<file path="config.mk">
export PLATFORM = sky130hd
export DESIGN_NAME = ppc_pair_tracker
export DESIGN_NICKNAME = d
export VERILOG_FILES = /design/src/rtl/ppc_pkg.sv /design/src/rtl/ppc_pair_tracker.sv
export SDC_FILE = /design/constraint.sdc
export NUM_CORES = 1
export LEC_CHECK = 0
export CAP_MARGIN = 25
export CORE_AREA = 2 2 39 41
export CTS_CLUSTER_DIAMETER = 30
export DETAILED_ROUTE_END_ITERATION = 16
export DIE_AREA = 0 0 41 43
export SETUP_SLACK_MARGIN = 0.05
export SYNTH_ARGS = -nofsm -noshare
export SYNTH_HDL_FRONTEND = slang
export SYNTH_SLANG_ARGS = --single-unit
export TNS_END_PERCENT = 50
</file>
<file path="constraint.sdc">
create_clock -name clk -period 4.4 [get_ports clk]
set_input_delay 0.88 -clock clk [delete_from_list [all_inputs] [get_ports clk]]
set_output_delay 0.88 -clock clk [all_outputs]
set_load 0.005 [all_outputs]
</file>
<file path="src/rtl/ppc_pkg.sv">
package ppc_pkg;
    typedef enum logic {
        SIDE_A = 1'b0,
        SIDE_B = 1'b1
    } side_e;
endpackage

</file>
<file path="src/rtl/ppc_pair_tracker.sv">
// Holds at most one edge waiting for its partner and ages it.
module ppc_pair_tracker #(
    parameter int WINDOW = 4
) (
    input  logic clk,
    input  logic rst_n,
    input  logic flush,
    input  logic ev_a,
    input  logic ev_b,
    output logic err_inc,
    output logic pend_valid
);
    import ppc_pkg::*;

    localparam int CW = (WINDOW < 1) ? 1 : $clog2(WINDOW + 1);
    localparam logic [CW-1:0] RELOAD = CW'(WINDOW);

    typedef struct packed {
        logic          valid;
        side_e         side;
        logic [CW-1:0] left;
    } wait_t;

    wait_t st_d, st_q;
    logic  err_d;
    logic  live;

    always_comb begin
        st_d  = st_q;
        err_d = 1'b0;
        live  = st_q.valid;
        if (st_q.valid && st_q.left == '0) begin
            err_d = 1'b1;
            live  = 1'b0;
        end
        if (flush) begin
            st_d  = '0;
            err_d = 1'b0;
        end else begin
            unique case ({ev_a, ev_b})
                2'b00: begin
                    if (live) st_d.left = st_q.left - 1'b1;
                    else      st_d.valid = 1'b0;
                end
                2'b10: begin
                    if (live && st_q.side == SIDE_B) begin
                        st_d.valid = 1'b0;
                    end else begin
                        if (live) err_d = 1'b1;
                        st_d.valid = 1'b1;
                        st_d.side  = SIDE_A;
                        st_d.left  = RELOAD;
                    end
                end
                2'b01: begin
                    if (live && st_q.side == SIDE_A) begin
                        st_d.valid = 1'b0;
                    end else begin
                        if (live) err_d = 1'b1;
                        st_d.valid = 1'b1;
                        st_d.side  = SIDE_B;
                        st_d.left  = RELOAD;
                    end
                end
                default: begin
                    if (live) st_d.left  = RELOAD;
                    else      st_d.valid = 1'b0;
                end
            endcase
        end
    end

    always_ff @(posedge clk or negedge rst_n) begin
        if (!rst_n) st_q <= '0;
        else        st_q <= st_d;
    end

    assign err_inc    = err_d;
    assign pend_valid = st_q.valid;
endmodule

</file>
==> results.md <==
- Clk sinks: 5
- Slew @ Worst Pin: 0.2558 ns
- Power density cells: 288.5 nW/um^2
- GR Overflow Total: 0
- Hold-fix buffers at CTS: 0
- Clock-pin slew on the worst setup and hold paths: 0.05 ns
- DR iter-0 viols: 1
- TritonCTS clock tree: built
- Power share of the sequential group: 37.9%
- Area grow syn2layout: 27.78%
- Leakage: 0.2238 nW
- Drt via density: 4.788
- RSZ-0062 raised after global routing: false
- Simple-gate share of the synthesized area: 15.36%
- Hold WC Path Type: reg2reg
- Mapped Avg Cell Area: 9.572 sq um
- MaxCap Viol Count: 0
- Number of synthesized flops with an enable pin: 0
- Final setup vio count: 0
- Utilization after layout: 35.35%
- CP max stage delay: 0.52 ns
- Cell variety after synth: 17
- Int Power: 0.1029 mW
- CP Capture Type: output port
- Root buf cell: clkbuf_4
- DRT Pass-1 Iters: 2
- IO buf count: 6
- Final hold vios: 0
- Final Cycle Share: 83.03%
- CTS buffer count: 3
- Required time of the critical path: 3.52 ns
- Largest family of logic cells by synthesized area: adder cells
- Post-Syn Instances: 40
- Post-synthesis compound-gate area fraction: 14.38%
- Final worst path period need: 3.653 ns
- Drt total wl: 627 um
- Skew final: 0.003340 ns
- WL/cell: 9.500 um
- Vias in the first global route: 302
- Setup bufs post-CTS: 0
- Final net count: 61
- Post-synth net total: 50
- Clock Latency Late Sink: 0.24 ns
- Bufs on Longest Clock Path: 2
- CTS resizes: 0
- Seq/Total Area, Yosys: 32.68%
- Ports: 7
- Largest net degree at the start of global routing: 8
- # rows: 14
- Max-Slew Margin vs Limit: 82.90%
- Critical path launch point type: primary input
- Final slew viol count: 0
- GPL Wtd Cong: 0.7573
- Initial Utilization: 27.67%
- Via count: 316
- Xor-xnor portion of the synthesized cell area: 2.288%
- Crit-path most repeated cell: clkdlybuf4s50_1
- Top FF cell, synth: dfrtp_1
- Crit path kind: in2out
- Fmax: 0.2737 GHz
- Tot GR Track Use: 9.960%
- # DRC: 0
- Die X: 41 um
- Ant diodes: 0
- H-Tree Depth: 1
- Initial antenna violation count: 0
- Clk pwr share: 38.0%
- FF+latch count, synth: 5
- Sw Ratio: 27.11%
- Placed cells: 62
- Adder-Cell Fraction of Synth Area: 16.34%
- YS warnings: 0
- First-pass GRT wire length: 1117 um
- Cells along the critical path: clkdlybuf4s50_1, inv_1, ha_1, o21ai_0, a31oi_1, nor2_1, nor3b_1, clkdlybuf4s50_1
- Detail Placement HPWL: 530 um
- Synth area leaders: dfrtp_1, ha_1, mux2_1
- Core Region: 1384 sq um
- ANT nets after route: 0
- Layout cells sized above 1: 12.00%
- Yosys top cell by area: dfrtp_1
- Maximum fanout along the worst path: 4
- Outcome: complete, no violations
- Mux contribution to synthesized area: 14.05%
- Psw: 0.03826 mW
- Commonest cells in the netlist: dfrtp_1, ha_1, inv_1, nor2_1
- Peak supply drop: 0.1558 mV
- CP arrival: 2.77 ns
- Slowest cell on the critical path: clkdlybuf4s50_1
- Setup TNS: 0 ns
- Die Y: 43 um
- Comb pwr share: 24.2%
- Die area: 1763 sq um
- Async SR Flop Fraction: 100.0%
- Overall power: 0.1411 mW
- Synthesized area: 382.9 sq um
- Share of the synthesized area in the top cell type: 32.68%
- Final cell count without fillers: 66
## path summary, 6_finish.rpt
check	startpoint	to	slack, ns	depth (start not counted)
min reg2reg	st_q[1]$_DFFE_PN0P_	st_q[1]$_DFFE_PN0P_	0.49	1
max in group asynchronous	rst_n	st_q[3]$_DFFE_PN0P_	3.32	1
min	st_q[1]$_DFFE_PN0P_	st_q[1]$_DFFE_PN0P_	0.49	1
max reg2reg	st_q[0]$_DFFE_PN0P_	st_q[2]$_DFFE_PN0P_	2.79	6
max	ev_a	err_inc	0.75	8
min in group asynchronous	rst_n	st_q[1]$_DFFE_PN0P_	0.87	1
## critical path: cells and delay by family
kind | cells | cell delay, ns
compound gates | 2 | 0.26
fa+ha+maj | 1 | 0.32
buf+inv | 3 | 1.06
simple gates | 2 | 0.24
## power groups by stage
stage	Sequential (mW)	Combinational (mW)	Clock (mW)
floorplan	0.0537	0.0235	0
global placement	0.0542	0.0343	0
detailed placement	0.0543	0.0347	0
CTS	0.0535	0.0348	0.0560
global route	0.0542	0.0393	0.0607
finish	0.0535	0.0341	0.0536
## flip-flops by register name (all words and copies together), names as in the netlist
signal,count
pend_valid,1
st_q,4
## per-layer routing
layer  vias up  part of all wire (%)  track usage [%]
li1        154                     -                -
met1       157                    45            9.385
met2         5                    47            14.37
met3         0                   7.7            9.424
met4         0                     0            4.000
met5         -                     0                0
## stage by stage
| stage | worst slack (ns) | area [sq um] | hold slack [ns] |
|---|---|---|---|
| 3_5_place_dp | 0.7197 | 462.9 | 0.4792 |
| 6_report | 0.7467 | 489.2 | 0.4868 |
| 3_3_place_gp | 0.7584 | 462.9 | 0.4753 |
| 2_1_floorplan | 1.792 | 382.9 | 0.4581 |
| 5_1_grt | 0.6044 | 489.2 | 0.5250 |
| 4_1_cts | 0.7168 | 489.2 | 0.4894 |
## layout by cell type, fill, tap and decap left out, drive strengths merged
cell	Yosys	routed
a21bo	1	1
a21oi	4	4
a31oi	1	1
and4bb	1	1
clkbuf	0	4
clkdlybuf4s50	0	6
dfrtp	5	5
ha	5	5
inv	5	5
mux2	3	3
mux2i	2	2
nand2	2	2
nand2b	2	2
nor2	5	5
nor3b	1	1
o21ai	1	1
o21ba	1	1
xnor2	1	1
## cell families (layout without fill, tap and decap cells)
family / Yosys count / count (layout)
mux: 5 / 5
xor+xnor: 1 / 1
buf+inv: 5 / 15
simple gates: 11 / 11
flops: 5 / 5
fa+ha+maj: 5 / 5
compound gates: 8 / 8
## layout make-up
type | count | area (sq um)
Fill cell | 155 | 894.6
Multi-Input combinational cell | 30 | 239.0
Sequential cell | 5 | 125.1
Timing Repair Buffer | 6 | 60.06
Clock buffer | 4 | 26.28
Tap cell | 16 | 20.02
Inverter | 5 | 18.77
No activity file was read; power rests on OpenSTA's default activity.
